--- src/rtl/ifs_pkg.sv ---
package ifs_pkg;
  localparam int LEN_W = 2;

  typedef enum logic [2:0] {
    S_INIT, S_OP_A, S_OP_C, S_B1_A, S_B1_C, S_B2_A, S_B2_C, S_RDY
  } state_e;

  // opcode class (top two bits) -> length in bytes; unknown class is one byte
  function automatic logic [LEN_W-1:0] insn_len(input logic [1:0] cls);
    case (cls)
      2'b01:   return LEN_W'(2);
      2'b10:   return LEN_W'(3);
      default: return LEN_W'(1);
    endcase
  endfunction
endpackage

--- src/rtl/ifs_split_reg.sv ---
module ifs_split_reg #(
  parameter int HALF_W = 8,
  localparam int FULL_W = 2 * HALF_W
) (
  input  logic              clk_i,
  input  logic              rst_ni,
  input  logic              ld_full_i,
  input  logic [FULL_W-1:0] full_i,
  input  logic              ld_lo_i,
  input  logic              ld_hi_i,
  input  logic [HALF_W-1:0] byte_i,
  input  logic              inc_i,
  output logic [FULL_W-1:0] q_o
);
  logic [HALF_W-1:0] lo_q, hi_q, lo_d, hi_d;

  always_comb begin
    {hi_d, lo_d} = {hi_q, lo_q};
    if (ld_full_i) begin
      {hi_d, lo_d} = full_i;
    end else begin
      if (inc_i)   {hi_d, lo_d} = {hi_q, lo_q} + FULL_W'(1);
      if (ld_lo_i) lo_d = byte_i;
      if (ld_hi_i) hi_d = byte_i;
    end
  end

  always_ff @(posedge clk_i or negedge rst_ni) begin
    if (!rst_ni) begin
      lo_q <= '0;
      hi_q <= '0;
    end else begin
      lo_q <= lo_d;
      hi_q <= hi_d;
    end
  end

  assign q_o = {hi_q, lo_q};
endmodule

--- src/rtl/ifs_ctrl.sv ---
module ifs_ctrl
  import ifs_pkg::*;
(
  input  logic             clk_i,
  input  logic             rst_ni,
  input  logic [1:0]       op_cls_i,
  output logic             mem_rd_o,
  output logic             ir_ld_o,
  output logic             imm_ld_o,
  output logic             ar_lo_ld_o,
  output logic             ar_hi_ld_o,
  output logic             pc_inc_o,
  output logic             ready_o,
  output logic [LEN_W-1:0] len_o
);
  state_e st_q, st_d;
  logic [LEN_W-1:0] len_q, len_d;

  always_comb begin
    st_d       = st_q;
    len_d      = len_q;
    mem_rd_o   = 1'b0;
    ir_ld_o    = 1'b0;
    imm_ld_o   = 1'b0;
    ar_lo_ld_o = 1'b0;
    ar_hi_ld_o = 1'b0;
    pc_inc_o   = 1'b0;
    ready_o    = 1'b0;
    unique case (st_q)
      S_INIT: st_d = S_OP_A;
      S_OP_A: begin
        mem_rd_o = 1'b1;
        st_d     = S_OP_C;
      end
      S_OP_C: begin
        ir_ld_o  = 1'b1;
        pc_inc_o = 1'b1;
        len_d    = insn_len(op_cls_i);
        st_d     = (insn_len(op_cls_i) == LEN_W'(1)) ? S_RDY : S_B1_A;
      end
      S_B1_A: begin
        mem_rd_o = 1'b1;
        st_d     = S_B1_C;
      end
      S_B1_C: begin
        pc_inc_o = 1'b1;
        if (len_q == LEN_W'(2)) begin
          imm_ld_o = 1'b1;
          st_d     = S_RDY;
        end else begin
          ar_lo_ld_o = 1'b1;
          st_d       = S_B2_A;
        end
      end
      S_B2_A: begin
        mem_rd_o = 1'b1;
        st_d     = S_B2_C;
      end
      S_B2_C: begin
        pc_inc_o   = 1'b1;
        ar_hi_ld_o = 1'b1;
        st_d       = S_RDY;
      end
      S_RDY: begin
        ready_o = 1'b1;
        st_d    = S_OP_A;
      end
      default: st_d = S_INIT;
    endcase
  end

  always_ff @(posedge clk_i or negedge rst_ni) begin
    if (!rst_ni) begin
      st_q  <= S_INIT;
      len_q <= '0;
    end else begin
      st_q  <= st_d;
      len_q <= len_d;
    end
  end

  assign len_o = len_q;
endmodule

--- src/rtl/insn_fetch_seq.sv ---
module insn_fetch_seq
  import ifs_pkg::*;
#(
  parameter int DATA_W = 8,
  localparam int ADDR_W = 2 * DATA_W
) (
  input  logic              clk_i,
  input  logic              rst_ni,
  output logic [ADDR_W-1:0] mem_addr_o,
  output logic              mem_rd_o,
  input  logic [DATA_W-1:0] mem_rdata_i,
  input  logic              pc_load_i,
  input  logic [ADDR_W-1:0] pc_target_i,
  output logic [ADDR_W-1:0] pc_o,
  output logic [DATA_W-1:0] ir_o,
  output logic [DATA_W-1:0] imm_o,
  output logic [ADDR_W-1:0] ar_o,
  output logic [LEN_W-1:0]  len_o,
  output logic              ready_o
);
  logic ir_ld, imm_ld, ar_lo_ld, ar_hi_ld, pc_inc;
  logic [DATA_W-1:0] ir_q, imm_q;

  ifs_ctrl u_ctrl (
    .clk_i      (clk_i),
    .rst_ni     (rst_ni),
    .op_cls_i   (mem_rdata_i[DATA_W-1 -: 2]),
    .mem_rd_o   (mem_rd_o),
    .ir_ld_o    (ir_ld),
    .imm_ld_o   (imm_ld),
    .ar_lo_ld_o (ar_lo_ld),
    .ar_hi_ld_o (ar_hi_ld),
    .pc_inc_o   (pc_inc),
    .ready_o    (ready_o),
    .len_o      (len_o)
  );

  ifs_split_reg #(.HALF_W(DATA_W)) u_pc (
    .clk_i     (clk_i),
    .rst_ni    (rst_ni),
    .ld_full_i (pc_load_i),
    .full_i    (pc_target_i),
    .ld_lo_i   (1'b0),
    .ld_hi_i   (1'b0),
    .byte_i    ('0),
    .inc_i     (pc_inc),
    .q_o       (pc_o)
  );

  ifs_split_reg #(.HALF_W(DATA_W)) u_ar (
    .clk_i     (clk_i),
    .rst_ni    (rst_ni),
    .ld_full_i (1'b0),
    .full_i    ('0),
    .ld_lo_i   (ar_lo_ld),
    .ld_hi_i   (ar_hi_ld),
    .byte_i    (mem_rdata_i),
    .inc_i     (1'b0),
    .q_o       (ar_o)
  );

  always_ff @(posedge clk_i or negedge rst_ni) begin
    if (!rst_ni) begin
      ir_q  <= '0;
      imm_q <= '0;
    end else begin
      if (ir_ld)  ir_q  <= mem_rdata_i;
      if (imm_ld) imm_q <= mem_rdata_i;
    end
  end

  assign mem_addr_o = pc_o;
  assign ir_o       = ir_q;
  assign imm_o      = imm_q;
endmodule

--- config.mk ---
export PLATFORM = sky130hd
export DESIGN_NAME = insn_fetch_seq
export DESIGN_NICKNAME = d
export VERILOG_FILES = /design/src/rtl/ifs_pkg.sv /design/src/rtl/ifs_split_reg.sv /design/src/rtl/ifs_ctrl.sv /design/src/rtl/insn_fetch_seq.sv
export SDC_FILE = /design/constraint.sdc
export NUM_CORES = 1
export LEC_CHECK = 0
export BUFFER_PORTS_ARGS = -buffer_cell sky130_fd_sc_hd__buf_2
export CORE_ASPECT_RATIO = 0.5
export CORE_UTILIZATION = 56
export DETAILED_ROUTE_END_ITERATION = 16
export PLACE_DENSITY_LB_ADDON = 0.05
export SLEW_MARGIN = 0
export SYNTH_ARGS = -nofsm -noshare
export SYNTH_HDL_FRONTEND = slang
export SYNTH_HIERARCHICAL = 1
export SYNTH_SLANG_ARGS = --single-unit
export TNS_END_PERCENT = 30
--- constraint.sdc ---
create_clock -name clk_i -period 5.3 [get_ports clk_i]
set_input_delay 1.06 -clock clk_i [delete_from_list [all_inputs] [get_ports clk_i]]
set_output_delay 1.06 -clock clk_i [all_outputs]
set_load 0.03 [all_outputs]
Yosys cells after proc, flatten, opt, wreduce, memory -nomap -nowiden
Index checks and enable logic that the tools add are counted.

$add $sub $neg: 1. Equal/unequal tests: 11. Muxes and demuxes: 18. Reduce and logical (&&, ||, !) cells: 5.

Operators with widths (count): 8-bit 2-to-1 mux (4); 3-bit one-hot mux with 7 select lines (1); 16-bit by 1-bit adder with 16-bit output, second input constant (1); 3-bit == test, second input constant (4); 1-bit 2-to-1 mux (9); 3-bit by 2-bit == test with 1-bit output, second input constant (2); 3-bit OR reduction (2); 2-bit by 1-bit == test with 1-bit output, second input constant (2); 2-bit == test, second input constant (2); 2-bit 2-to-1 mux (2); 2-bit one-hot mux with 2 select lines (1); 3-bit by 1-bit == test with 1-bit output, second input constant (1); 3-bit zero test (1); 3-bit 2-to-1 mux (1); 2-bit nonzero test (1); 2-bit OR reduction (1).

Register bits: 53. Input bits: 27.

Depth between registers and ports, before layout
Gate-level depths: netlist of run 1.

Word-level depth: 6. Mapped depth: 8. Depth with buffers taken out: 6.

Cells and area by module
The synthesis of run 1 kept the hierarchy.

By module, submodules not included: ifs_split_reg (instances 2, cells each 137, area each 1112.3 sq um, seq. area each 400.4 sq um); insn_fetch_seq (instances 1, cells each 51, area each 787.0 sq um, seq. area each 400.4 sq um); ifs_ctrl (instances 1, cells each 29, area each 276.5 sq um, seq. area each 125.1 sq um).

Worst setup path before layout of run 1
No wires, ideal clock.

Path type: input port to flip-flop. From: input pc_load_i. To: register u_pc.hi_q[3]. Library setup time: 143 ps. Arrival time: 1820 ps. Required time: 5157 ps. Path slack: 3337 ps. Cell stages on the path: 4. Buffers on the path: 2. Cells stage by stage: buf_2 buf_1 a222oi_1 o211ai_1.

Word-level cells in the longest chain between the ends: 1.

RTL lines: start, declared (RTL line insn_fetch_seq.sv:12) `input logic pc_load_i,`; 8-bit 2-to-1 mux / 2-bit nonzero test (equally long branches); end signal, assigned (RTL line ifs_split_reg.sv:34) `hi_q <= hi_d;`; end, declared (RTL line ifs_split_reg.sv:15) `logic [HALF_W-1:0] lo_q, hi_q, lo_d, hi_d;`.

Several ways; a longest one is shown, not always the timed one. A chain may end at the register's enable or synchronous reset.

Worst setup path in the final report of run 1
From: register u_ctrl.st_q[0]. To: output ready_o.

Word-level cells in the longest chain between the ends: 2.

RTL lines: start, declared (RTL line ifs_ctrl.sv:16) `state_e st_q, st_d;`; start signal, assigned (RTL line ifs_ctrl.sv:77) `st_q <= st_d;`; 3-bit == test (RTL line ifs_ctrl.sv:29) `unique case (st_q)`; 1-bit 2-to-1 mux (RTL line ifs_ctrl.sv:29); end, declared (RTL line insn_fetch_seq.sv:19) `output logic ready_o`.

Every way passes these cells.

==> results of run 1 <==
-- worst max-delay path, delay by kind of cell, from the launching register on --
| kind | cells | cell delay (ps) |
|---|---|---|
| DFF | 1 | 560 |
| and+or+nand+nor | 1 | 250 |
| buffers and inverters | 1 | 210 |
-- area by class of cell --
type / count / area, um^2 / share of cell area
clock buffers: 5 / 125 / 0.0314
clock inverters: 3 / 21.3 / 0.00535
inverters: 14 / 52.6 / 0.0132
multi-input cells: 298 / 1870 / 0.470
flip-flops and latches: 53 / 1330 / 0.333
well taps: 73 / 91.3 / 0.0230
repair buffers: 97 / 493 / 0.124
-- final timing paths --
| kind | endpoint | depth (start not counted) | slack (ps) | from |
|---|---|---|---|---|
| max in group asynchronous | u_ar/lo_q[0]$_DFFE_PN0P_ | 2 | 3960 | rst_ni |
| min | imm_o[2]$_DFFE_PN0P_ | 1 | 510 | imm_o[2]$_DFFE_PN0P_ |
| min in group asynchronous | u_pc/hi_q[3]$_DFFE_PN0P_ | 2 | 860 | rst_ni |
| min reg2reg | imm_o[2]$_DFFE_PN0P_ | 1 | 510 | imm_o[2]$_DFFE_PN0P_ |
| max | ready_o | 2 | 2930 | u_ctrl/st_q[0]$_DFF_PN0_ |
| max reg2reg | u_pc/lo_q[6]$_DFFE_PN0P_ | 5 | 2960 | u_ctrl/st_q[0]$_DFF_PN0_ |
-- cell families (layout without fill, tap and decap cells) --
family,Yosys count,count (layout),synth area share
buffers and inverters,47,119,0.0784
other,1,45,0.00114
flip-flops,53,53,0.403
adder cells (fa/ha/maj),3,3,0.0114
AND/OR/NAND/NOR,136,136,0.219
AO/OA/AOI/OAI,66,66,0.125
XOR/XNOR,22,22,0.0586
multiplexers,26,26,0.104
-- layout by cell type, fill, tap and decap left out, types with 4 or more instances in the layout --
cell type	count
sky130_fd_sc_hd__nand4_1	10
sky130_fd_sc_hd__o221ai_1	4
sky130_fd_sc_hd__nand3_1	6
sky130_fd_sc_hd__xor2_1	4
sky130_fd_sc_hd__o22ai_1	6
sky130_fd_sc_hd__clkbuf_16	5
sky130_fd_sc_hd__o21ai_0	12
sky130_fd_sc_hd__nor4_1	4
sky130_fd_sc_hd__nor2_1	26
sky130_fd_sc_hd__nor3b_1	6
sky130_fd_sc_hd__a21oi_1	26
sky130_fd_sc_hd__inv_1	14
sky130_fd_sc_hd__buf_2	94
sky130_fd_sc_hd__mux2_4	16
sky130_fd_sc_hd__mux2i_1	10
sky130_fd_sc_hd__dfrtp_1	53
sky130_fd_sc_hd__conb_1	45
sky130_fd_sc_hd__nor2b_1	6
sky130_fd_sc_hd__nand2_1	38
sky130_fd_sc_hd__xnor2_1	18
sky130_fd_sc_hd__nor3_1	23
-- registers in the layout, indices dropped and copies added (netlist names) --
register / flops
imm_o: 8
ir_o: 8
u_ar/hi_q: 8
u_ar/lo_q: 8
u_pc/hi_q: 8
u_pc/lo_q: 8
u_ctrl/st_q: 3
u_ctrl/len_o: 2
-- power by group through the flow --
stage	clock network [uW]	logic, uW	registers [uW]
floorplan	0	482	893
global placement	0	891	679
detailed placement	0	910	684
CTS	343	913	683
global route	358	982	707
finish	336	915	685
-- per-stage QoR --
step | setup slack (ps) | utilization | power [uW] | hold slack (ps)
after detailed placement | 2890 | 0.689 | 1590 | 491
after CTS | 2940 | 0.715 | 1940 | 515
final | 2930 | 0.715 | 1940 | 511
after global routing | 2790 | 0.715 | 2050 | 532
after global placement | 3000 | 0.689 | 1570 | 491
after floorplan | 3340 | - | 1370 | 580
-- layer usage --
| layer | vias up | part of all wire | wire length, um | global-route usage |
|---|---|---|---|---|
| met5 | - | 0 | 0 | 0 |
| met4 | 0 | 0.0099 | 78 | 0.0695 |
| met3 | 11 | 0.056 | 437 | 0.0574 |
| met2 | 91 | 0.48 | 3780 | 0.423 |
| met1 | 1406 | 0.45 | 3560 | 0.365 |
| li1 | 1435 | - | - | - |
==> metrics.txt, run 1 <==
# TYPE chip_impl_metric gauge
chip_impl_info{name="run_status",value="completed"} 1
chip_impl_metric{name="power.combinational.fraction",unit=""} 0.473
chip_impl_metric{name="detailedPlacementHpwl",unit="um"} 5450
chip_impl_info{name="worst-setup-path-type",value="register to primary output"} 1
chip_impl_metric{name="insertedDiodeCount",unit=""} 0
chip_impl_metric{name="syn_area",unit="um^2"} 3290
chip_impl_metric{name="place_area",unit="um^2"} 3830
chip_impl_metric{name="slew_headroom",unit=""} 0.271
chip_impl_metric{name="share_of_total_power_in_sequential_cells",unit=""} 0.354
chip_impl_metric{name="drt-total-wl",unit="um"} 7850
chip_impl_metric{name="ys_async_sr_fraction",unit=""} 1.00
chip_impl_metric{name="netlist.area_leader.share",unit=""} 0.403
chip_impl_metric{name="post_route_cells_drive_above_1_share",unit=""} 0.266
chip_impl_info{name="post-synth-top-count-cell",value="sky130_fd_sc_hd__dfrtp_1"} 1
chip_impl_metric{name="finalInstanceArea",unit="um^2"} 3980
chip_impl_metric{name="die_h",unit="um"} 56.2
chip_impl_metric{name="power_report.internal_total",unit="uW"} 1050
chip_impl_metric{name="die_width",unit="um"} 110
chip_impl_metric{name="grt_first_pass_wirelength",unit="um"} 12500
chip_impl_metric{name="clk-insertion-delay-late",unit="ps"} 300
chip_impl_metric{name="cellPowerDensity",unit="nW/um^2"} 486
chip_impl_metric{name="route.detailed.drc",unit=""} 0
chip_impl_metric{name="power_share_of_the_clock_group",unit=""} 0.174
chip_impl_metric{name="synth.distinct_cells",unit=""} 45
chip_impl_metric{name="finalHoldViolations",unit=""} 0
chip_impl_metric{name="worstPathArrival",unit="ps"} 1310
chip_impl_metric{name="clock-skew-final",unit="ps"} 8.73
chip_impl_info{name="cp-start-kind",value="register"} 1
chip_impl_metric{name="yosysSeqAreaShare",unit=""} 0.403
chip_impl_metric{name="timing.fmax",unit="MHz"} 422
chip_impl_metric{name="cts_num_sinks",unit=""} 53
chip_impl_metric{name="critPathMaxStageDelay",unit="ps"} 560
chip_impl_metric{name="ios",unit=""} 95
chip_impl_metric{name="areaGrowthSynthToFinish",unit="%"} 21.0
chip_impl_metric{name="via_count_of_the_first_global_routing_pass",unit=""} 2576
chip_impl_metric{name="power.switching",unit="uW"} 886
chip_impl_info{name="crit_chain",value="and3_1, buf_2"} 1
chip_impl_metric{name="antenna_found_initial",unit=""} 0
chip_impl_info{name="cpMaxStageDelayCell",value="sky130_fd_sc_hd__dfrtp_1"} 1
chip_impl_metric{name="required",unit="ps"} 4240
chip_impl_metric{name="report.final.slew_viol_count",unit=""} 0
chip_impl_metric{name="fp.coreArea",unit="um^2"} 5560
chip_impl_metric{name="placementRows",unit=""} 19
chip_impl_metric{name="cellLeakagePower",unit="uW"} 0.00183
chip_impl_metric{name="maximum_number_of_pins_on_one_net_before_global_route_repair",unit=""} 54
chip_impl_metric{name="start_util",unit=""} 0.591
chip_impl_info{name="tritoncts_clock_tree",value="done"} 1
chip_impl_metric{name="dp.cells",unit=""} 535
chip_impl_metric{name="postRouteAntennaNets",unit=""} 0
chip_impl_metric{name="wire_per_inst",unit="um"} 14.5
chip_impl_metric{name="yosys_register_bits",unit=""} 53
chip_impl_metric{name="cts.clk_slew.worst_paths",unit="ps"} 70
chip_impl_info{name="ys_top_cells_by_count",value="sky130_fd_sc_hd__dfrtp_1 (53), sky130_fd_sc_hd__nand2_1 (38), sky130_fd_sc_hd__a21oi_1 (26), sky130_fd_sc_hd__nor2_1 (26), sky130_fd_sc_hd__nor3_1 (23)"} 1
chip_impl_info{name="yosys-top-cells-area",value="sky130_fd_sc_hd__dfrtp_1 (40%), sky130_fd_sc_hd__mux2_4 (7.3%), sky130_fd_sc_hd__xnor2_1 (4.8%)"} 1
chip_impl_metric{name="timing.max_cap.violations",unit=""} 0
chip_impl_metric{name="synthesis.instances",unit=""} 354
chip_impl_info{name="hold_class",value="register to register"} 1
chip_impl_metric{name="post_cts.resized_instances",unit=""} 0
chip_impl_metric{name="cts.hold.buffers_added",unit=""} 0
chip_impl_metric{name="synth_warn",unit=""} 6
chip_impl_metric{name="postCtsSetupBuffers",unit=""} 0
chip_impl_metric{name="setup_viol_count_final",unit=""} 0
chip_impl_metric{name="first_pass_iters",unit=""} 4
chip_impl_metric{name="port-buffer-count",unit=""} 94
chip_impl_metric{name="period_minus_slack",unit="ps"} 2370
chip_impl_metric{name="worst-path-max-fanout",unit=""} 11
chip_impl_metric{name="nFillCells",unit=""} 453
chip_impl_info{name="synth_ff_type",value="sky130_fd_sc_hd__dfrtp_1"} 1
chip_impl_metric{name="clock_tree.htree_level_count",unit=""} 2
chip_impl_metric{name="clock_path_buffers",unit=""} 2
chip_impl_metric{name="die-area",unit="um^2"} 6200
chip_impl_metric{name="power.ir.vdd_worst",unit="uV"} 269
chip_impl_metric{name="grt_remaining_overflow",unit=""} 0
chip_impl_info{name="yosysTopAreaCell",value="sky130_fd_sc_hd__dfrtp_1"} 1
chip_impl_metric{name="vias",unit=""} 2943
chip_impl_metric{name="sw_frac_of_total",unit=""} 0.458
chip_impl_metric{name="detailedRoute.firstIterationViolations",unit=""} 199
chip_impl_metric{name="mean_post_synth_cell_area",unit="um^2"} 9.29
chip_impl_metric{name="tritoncts_buffers",unit=""} 5
chip_impl_metric{name="worstMarginPinSlew",unit="ps"} 1090
chip_impl_info{name="cp-end-kind",value="primary output"} 1
chip_impl_metric{name="final_net_count",unit=""} 499
chip_impl_metric{name="synth_edf_count",unit=""} 0
chip_impl_metric{name="part_of_the_cycle_the_worst_path_needs",unit=""} 0.447
chip_impl_metric{name="finalWeightedCongestion",unit=""} 0.857
chip_impl_metric{name="post_layout_nonfiller_instances",unit=""} 543
chip_impl_metric{name="grt_util_all_layers",unit=""} 0.265
chip_impl_info{name="grt_setup_unrepaired",value="no"} 1
chip_impl_metric{name="avgViaCountPerCell",unit=""} 5.42
chip_impl_info{name="cts_root_buf",value="sky130_fd_sc_hd__clkbuf_16"} 1
chip_impl_metric{name="setup_tns_final",unit="ps"} 0
No activity file was read; power rests on OpenSTA's default activity.
==> inputs of run 2 (changes only) <==
- CORE_UTILIZATION: 56 -> 47
- clock period: 5.3 -> 2 ns (I/O delays scaled with it)
==> run 2 against run 1 <==
Net effect: non-clock buffer count rose by 8; sequential power rose to 2.6 times the previous value; first-iteration DRC count fell by 9.0%; highest routed layer unchanged; largest power group unchanged; final area is 3.0% higher; hold slack got worse by 420 ps.
==> metrics.txt, run 2 (synthesis results as in run 1) <==
# TYPE chip_impl_metric gauge
chip_impl_metric{name="insertedDiodeCount",unit=""} 0
chip_impl_metric{name="via_count_of_the_first_global_routing_pass",unit=""} 2688
chip_impl_info{name="worst_r2r_startpoint",value="u_ctrl/st_q[2]$_DFF_PN0_"} 1
chip_impl_metric{name="grt_util_all_layers",unit=""} 0.226
chip_impl_metric{name="post_route_cells_drive_above_1_share",unit=""} 0.278
chip_impl_metric{name="place_area",unit="um^2"} 3940
chip_impl_metric{name="cts.clk_slew.worst_paths",unit="ps"} 70
chip_impl_metric{name="fp.coreArea",unit="um^2"} 6730
chip_impl_metric{name="required",unit="ps"} 2170
chip_impl_metric{name="start_util",unit=""} 0.489
chip_impl_info{name="tritoncts_clock_tree",value="done"} 1
chip_impl_metric{name="antenna_found_initial",unit=""} 0
chip_impl_metric{name="finalInstanceArea",unit="um^2"} 4100
chip_impl_metric{name="power.total",unit="uW"} 5250
chip_impl_metric{name="worstRegToRegCells",unit=""} 7
chip_impl_metric{name="die_width",unit="um"} 120
chip_impl_metric{name="clock-skew-final",unit="ps"} 6.30
chip_impl_info{name="grt_setup_unrepaired",value="no"} 1
chip_impl_metric{name="tritoncts_buffers",unit=""} 5
chip_impl_metric{name="timing.max_cap.violations",unit=""} 0
chip_impl_metric{name="part_of_the_cycle_the_worst_path_needs",unit=""} 0.885
chip_impl_info{name="mostFrequentLayoutCells",value="sky130_fd_sc_hd__buf_2 (94), sky130_fd_sc_hd__dfrtp_1 (53), sky130_fd_sc_hd__conb_1 (45)"} 1
chip_impl_metric{name="postCtsSetupBuffers",unit=""} 0
chip_impl_metric{name="post_cts.resized_instances",unit=""} 0
chip_impl_info{name="layout_commonest_cell",value="sky130_fd_sc_hd__buf_2"} 1
chip_impl_metric{name="drt-total-wl",unit="um"} 8150
chip_impl_metric{name="vias",unit=""} 2972
chip_impl_info{name="run_status",value="completed"} 1
chip_impl_metric{name="avgViaCountPerCell",unit=""} 5.21
chip_impl_metric{name="cts_num_sinks",unit=""} 53
chip_impl_metric{name="report.final.slew_viol_count",unit=""} 0
chip_impl_metric{name="detailedPlacementHpwl",unit="um"} 5870
chip_impl_metric{name="finalWeightedCongestion",unit=""} 0.832
chip_impl_metric{name="wire_per_inst",unit="um"} 14.3
chip_impl_metric{name="setup_viol_count_final",unit=""} 0
chip_impl_info{name="cts_root_buf",value="sky130_fd_sc_hd__clkbuf_16"} 1
chip_impl_metric{name="cts.hold.buffers_added",unit=""} 0
chip_impl_metric{name="setup_tns_final",unit="ps"} 0
chip_impl_metric{name="period_minus_slack",unit="ps"} 1770
chip_impl_metric{name="worst-path-max-fanout",unit=""} 19
chip_impl_metric{name="ios",unit=""} 95
chip_impl_metric{name="finalHoldViolations",unit=""} 0
chip_impl_metric{name="clock_path_buffers",unit=""} 2
chip_impl_metric{name="nFillCells",unit=""} 625
chip_impl_metric{name="worstPathArrival",unit="ps"} 1940
chip_impl_metric{name="finalCoreUtilization",unit=""} 0.609
chip_impl_metric{name="placementRows",unit=""} 21
chip_impl_metric{name="postRouteAntennaNets",unit=""} 0
chip_impl_metric{name="r2r_slack",unit="ps"} 230
chip_impl_metric{name="clk-insertion-delay-late",unit="ps"} 290
chip_impl_metric{name="grt_remaining_overflow",unit=""} 0
chip_impl_metric{name="final_net_count",unit=""} 507
chip_impl_metric{name="first_pass_iters",unit=""} 4
chip_impl_metric{name="die-area",unit="um^2"} 7360
chip_impl_metric{name="areaGrowthSynthToFinish",unit="%"} 24.7
chip_impl_metric{name="dp.cells",unit=""} 562
chip_impl_info{name="endpoint_of_the_lowest_slack_register_to_register_path",value="u_ar/hi_q[7]$_DFFE_PN0P_"} 1
chip_impl_metric{name="detailedRoute.firstIterationViolations",unit=""} 181
chip_impl_metric{name="maximum_number_of_pins_on_one_net_before_global_route_repair",unit=""} 54
chip_impl_metric{name="cellPowerDensity",unit="nW/um^2"} 1280
chip_impl_info{name="cp-end-kind",value="register"} 1
chip_impl_metric{name="power.ir.vdd_worst",unit="uV"} 478
chip_impl_info{name="hold_class",value="input port to async pin"} 1
chip_impl_info{name="worst-setup-path-type",value="register to register"} 1
chip_impl_metric{name="clock_tree.htree_level_count",unit=""} 2
chip_impl_metric{name="port-buffer-count",unit=""} 94
chip_impl_metric{name="grt_first_pass_wirelength",unit="um"} 12900
chip_impl_metric{name="die_h",unit="um"} 61.1
chip_impl_metric{name="route.detailed.drc",unit=""} 0
chip_impl_metric{name="timing.fmax",unit="MHz"} 565
chip_impl_metric{name="cellLeakagePower",unit="uW"} 0.00188
chip_impl_metric{name="post_layout_nonfiller_instances",unit=""} 570
chip_impl_info{name="cp-start-kind",value="register"} 1
## run 2: cell types whose count changed in the layout (fill, tap and decap cells not counted)
cell | before | now
sky130_fd_sc_hd__buf_12 | 0 | 2
sky130_fd_sc_hd__buf_4 | 3 | 9
sky130_fd_sc_hd__clkbuf_8 | 0 | 2
sky130_fd_sc_hd__clkinvlp_4 | 1 | 0
sky130_fd_sc_hd__inv_6 | 1 | 0
## run 2: metrics by stage
step                setup slack, ps  hold WS, ps
floorplan                      65.2          104
global placement                294          421
detailed placement              246          428
CTS                             238          109
global route                   60.8          118
finish                          229         94.6
## run 2: layer usage
metal | global-route usage | vias to the layer above | share of wire
li1 | - | 1453 | -
met1 | 0.294 | 1437 | 0.46
met2 | 0.395 | 72 | 0.48
met3 | 0.0500 | 10 | 0.050
met4 | 0.0600 | 0 | 0.010
met5 | 0 | - | 0
## run 2: where the power goes
group          internal, uW  switching [uW]
logic                   974            1540
clock network           532             397
registers              1410             395
total                  2920            2330
## run 2: worst max-delay path, cell delays in order (launching register included)
cell and delay [ps]:
sky130_fd_sc_hd__dfrtp_1 490, sky130_fd_sc_hd__nand2_1 130, sky130_fd_sc_hd__nor2_1 130, sky130_fd_sc_hd__buf_4 250
sky130_fd_sc_hd__nor2_1 70, sky130_fd_sc_hd__a22oi_1 130, sky130_fd_sc_hd__o21ai_0 90, sky130_fd_sc_hd__or3b_1 360
## run 2: area by class of cell
cell class                      instances  area, um^2  share of cell area
Tap cell                               92         115              0.0281
Inverter                               14        52.6              0.0128
Timing Repair Buffer                  105         578               0.141
Sequential cell                        53        1330               0.324
Multi-Input combinational cell        298        1870               0.456
Clock inverter                          1        5.00             0.00122
Clock buffer                            7         153              0.0372
## run 2: worst max path at each step
stage                                        start                        to  depth (start not counted)
final                     u_ctrl/st_q[2]$_DFF_PN0_  u_ar/hi_q[7]$_DFFE_PN0P_                          7
after global routing      u_ctrl/st_q[1]$_DFF_PN0_  u_ar/hi_q[7]$_DFFE_PN0P_                          7
after CTS                 u_ctrl/st_q[1]$_DFF_PN0_  u_ar/hi_q[7]$_DFFE_PN0P_                          7
after detailed placement  u_pc/lo_q[3]$_DFFE_PN0P_  u_pc/hi_q[7]$_DFFE_PN0P_                          4
after global placement    u_pc/lo_q[3]$_DFFE_PN0P_  u_pc/hi_q[7]$_DFFE_PN0P_                          4
after floorplan           u_pc/lo_q[3]$_DFFE_PN0P_  u_pc/hi_q[7]$_DFFE_PN0P_                          4
==> inputs of run 3 (changes only) <==
- clock period: 2 -> 1.6 ns (I/O delays scaled with it)
==> run 3 against run 2 <==
Net effect: the run now ends with negative setup slack left; final area grew 11%; flip-flop and latch count unchanged; via count increased by 5.9%; fmax grew 10%; register-to-register slack worse by 240 ps; global-route usage rose by 1.3 points; die area unchanged; sequential power increased by 21%; utilization increased by 6.5 points; sequential share of layout area fell by 2.7 points; critical path type unchanged.
==> metrics.txt, run 3 (synthesis results as in run 1) <==
# TYPE chip_impl_metric gauge
chip_impl_info{name="run_status",value="finished, violations left"} 1
chip_impl_info{name="violations",value="negative setup slack"} 1
chip_impl_metric{name="detailedRoute.firstIterationViolations",unit=""} 163
chip_impl_metric{name="worstPathArrival",unit="ps"} 1770
chip_impl_metric{name="finalHoldViolations",unit=""} 0
chip_impl_metric{name="vias",unit=""} 3148
chip_impl_metric{name="final_net_count",unit=""} 547
chip_impl_metric{name="report.final.slew_viol_count",unit=""} 0
chip_impl_info{name="layout_commonest_cell",value="sky130_fd_sc_hd__buf_2"} 1
chip_impl_metric{name="finalWeightedCongestion",unit=""} 0.861
chip_impl_metric{name="post_route_cells_drive_above_1_share",unit=""} 0.394
chip_impl_metric{name="required",unit="ps"} 1760
chip_impl_metric{name="power_share_of_the_clock_group",unit=""} 0.176
chip_impl_metric{name="share_of_total_power_in_sequential_cells",unit=""} 0.301
chip_impl_metric{name="drt-total-wl",unit="um"} 8950
chip_impl_metric{name="cellPowerDensity",unit="nW/um^2"} 1600
chip_impl_metric{name="antenna_found_initial",unit=""} 0
chip_impl_metric{name="avgViaCountPerCell",unit=""} 5.16
chip_impl_metric{name="detailedPlacementHpwl",unit="um"} 6360
chip_impl_metric{name="maximum_number_of_pins_on_one_net_before_global_route_repair",unit=""} 39
chip_impl_metric{name="clk-insertion-delay-late",unit="ps"} 290
chip_impl_metric{name="worst-path-max-fanout",unit=""} 8
chip_impl_info{name="worst-setup-path-type",value="register to register"} 1
chip_impl_metric{name="die_h",unit="um"} 61.1
chip_impl_metric{name="place_area",unit="um^2"} 4160
chip_impl_info{name="cpMaxStageDelayCell",value="sky130_fd_sc_hd__dfrtp_2"} 1
chip_impl_info{name="cts_root_buf",value="sky130_fd_sc_hd__clkbuf_16"} 1
chip_impl_metric{name="r2r_slack",unit="ps"} -9
chip_impl_info{name="grt_setup_unrepaired",value="yes"} 1
chip_impl_metric{name="start_util",unit=""} 0.489
chip_impl_metric{name="wire_per_inst",unit="um"} 14.7
chip_impl_metric{name="cellLeakagePower",unit="uW"} 0.00208
chip_impl_metric{name="nFillCells",unit=""} 546
chip_impl_metric{name="power.combinational.fraction",unit=""} 0.523
chip_impl_metric{name="die-area",unit="um^2"} 7360
chip_impl_metric{name="grt_remaining_overflow",unit=""} 0
chip_impl_metric{name="grt_first_pass_wirelength",unit="um"} 13800
chip_impl_metric{name="port-buffer-count",unit=""} 94
chip_impl_info{name="mostFrequentLayoutCells",value="sky130_fd_sc_hd__buf_2 (94), sky130_fd_sc_hd__buf_4 (45), sky130_fd_sc_hd__conb_1 (45)"} 1
chip_impl_info{name="cp-start-kind",value="register"} 1
chip_impl_metric{name="via_count_of_the_first_global_routing_pass",unit=""} 2825
chip_impl_metric{name="clock_tree.htree_level_count",unit=""} 2
chip_impl_metric{name="power_report.internal_total",unit="uW"} 4130
chip_impl_metric{name="period_minus_slack",unit="ps"} 1610
chip_impl_info{name="cp-end-kind",value="register"} 1
chip_impl_metric{name="fp.coreArea",unit="um^2"} 6730
chip_impl_metric{name="grt_util_all_layers",unit=""} 0.240
chip_impl_metric{name="dp.cells",unit=""} 591
chip_impl_metric{name="finalInstanceArea",unit="um^2"} 4530
chip_impl_info{name="category_of_cells_accounting_for_the_largest_share_of_critical_path_delay",value="simple AND/OR/NAND/NOR gates"} 1
chip_impl_metric{name="final_critical_path_setup_slack",unit="ps"} -9.01
chip_impl_metric{name="placementRows",unit=""} 21
chip_impl_metric{name="sw_frac_of_total",unit=""} 0.432
chip_impl_info{name="crit_chain",value="nor2_2, nor2_1, buf_4, buf_6, or3_4, nand4b_1, o211ai_1"} 1
chip_impl_metric{name="route.detailed.drc",unit=""} 0
chip_impl_metric{name="setup_viol_count_final",unit=""} 1
chip_impl_metric{name="timing.max_cap.violations",unit=""} 0
chip_impl_metric{name="cts.clk_slew.worst_paths",unit="ps"} 70
chip_impl_metric{name="clock-skew-final",unit="ps"} 10.6
chip_impl_metric{name="timing.fmax",unit="MHz"} 621
chip_impl_metric{name="tritoncts_buffers",unit=""} 5
chip_impl_metric{name="power.switching",unit="uW"} 3140
chip_impl_metric{name="power.ir.vdd_worst",unit="uV"} 713
chip_impl_info{name="hold_class",value="input port to register"} 1
chip_impl_metric{name="areaGrowthSynthToFinish",unit="%"} 37.9
chip_impl_metric{name="critical_path_buf_inv_count",unit=""} 2
chip_impl_metric{name="insertedDiodeCount",unit=""} 0
chip_impl_metric{name="cts_num_sinks",unit=""} 53
chip_impl_metric{name="post_layout_nonfiller_instances",unit=""} 610
chip_impl_metric{name="critPathMaxStageDelay",unit="ps"} 450
chip_impl_metric{name="part_of_the_cycle_the_worst_path_needs",unit=""} 1.01
chip_impl_metric{name="die_width",unit="um"} 120
chip_impl_metric{name="first_pass_iters",unit=""} 4
chip_impl_metric{name="postRouteAntennaNets",unit=""} 0
chip_impl_metric{name="ios",unit=""} 95
chip_impl_metric{name="clock_path_buffers",unit=""} 2
chip_impl_info{name="tritoncts_clock_tree",value="done"} 1
## run 3: cell types whose count changed in the layout (fill, tap and decap cells not counted), sizes merged
cell and delta:
clkbuf +1, dlygate4sd3 +1, clkinv -1, bufinv +1
clkinvlp +1, buf +37
## run 3: layout make-up
type	count	area, um^2	share of cell area
clock inverters	2	37.5	0.00828
clock buffers	6	139	0.0306
multi-input cells	298	1970	0.434
well taps	92	115	0.0254
inverters	14	52.6	0.0116
flip-flops and latches	53	1350	0.297
repair buffers	145	876	0.193
## run 3: worst register-to-register path, cell delays in order (launching register included)
cell and delay (ps):
sky130_fd_sc_hd__dfrtp_2 450, sky130_fd_sc_hd__nor2_2 120, sky130_fd_sc_hd__nor2_1 60, sky130_fd_sc_hd__buf_4 170
sky130_fd_sc_hd__buf_6 140, sky130_fd_sc_hd__or3_4 340, sky130_fd_sc_hd__nand4b_1 100, sky130_fd_sc_hd__o211ai_1 100
## run 3: through the flow
stage / setup slack (ps) / power [uW] / utilization / setup TNS, ps / hold slack, ps
floorplan: -137 / 4570 / - / -310 / 24.4
global placement: -18.7 / 5570 / 0.619 / -18.7 / 275
detailed placement: -51.2 / 5660 / 0.619 / -158 / 277
CTS: -18.0 / 7030 / 0.650 / -30.8 / 238
global route: -85.0 / 7700 / 0.674 / -618 / 248
finish: -9.01 / 7270 / 0.674 / -9.01 / 237
## run 3: final timing paths
check                                      endpoint  cells past startpoint                      from
max                        u_pc/hi_q[3]$_DFFE_PN0P_                      7  u_ctrl/st_q[2]$_DFF_PN0_
min                        u_pc/hi_q[6]$_DFFE_PN0P_                      3           pc_target_i[14]
max reg2reg                u_pc/hi_q[3]$_DFFE_PN0P_                      7  u_ctrl/st_q[2]$_DFF_PN0_
min reg2reg                    imm_o[5]$_DFFE_PN0P_                      1      imm_o[5]$_DFFE_PN0P_
max in group asynchronous  u_ctrl/st_q[1]$_DFF_PN0_                      3                    rst_ni
min in group asynchronous  u_pc/hi_q[5]$_DFFE_PN0P_                      2                    rst_ni
## run 3: repair_timing
item / in CTS / in global routing
hold buffers: 1 / 0
endpoints found under the hold margin: 15 / 0
cloned: 0 / 2
gates resized for setup: 4 / 26
setup buffers: 1 / 7
pin swaps: 0 / 12
endpoints found under the setup margin: 13 / 27
## run 3: power groups by stage
stage | sequential (uW) | clock, uW | combinational (uW)
2_1_floorplan | 2970 | 0 | 1600
3_3_place_gp | 2180 | 0 | 3390
3_5_place_dp | 2190 | 0 | 3470
4_1_cts | 2170 | 1310 | 3550
5_1_grt | 2250 | 1370 | 4070
6_report | 2190 | 1280 | 3800
## run 3: layer usage
metal | GRT usage | vias to the layer above | wire, um
met5 | 0 | - | 0
met3 | 0.0407 | 6 | 454
met2 | 0.424 | 112 | 4320
li1 | - | 1522 | -
met4 | 0.0600 | 0 | 52
met1 | 0.316 | 1508 | 4120
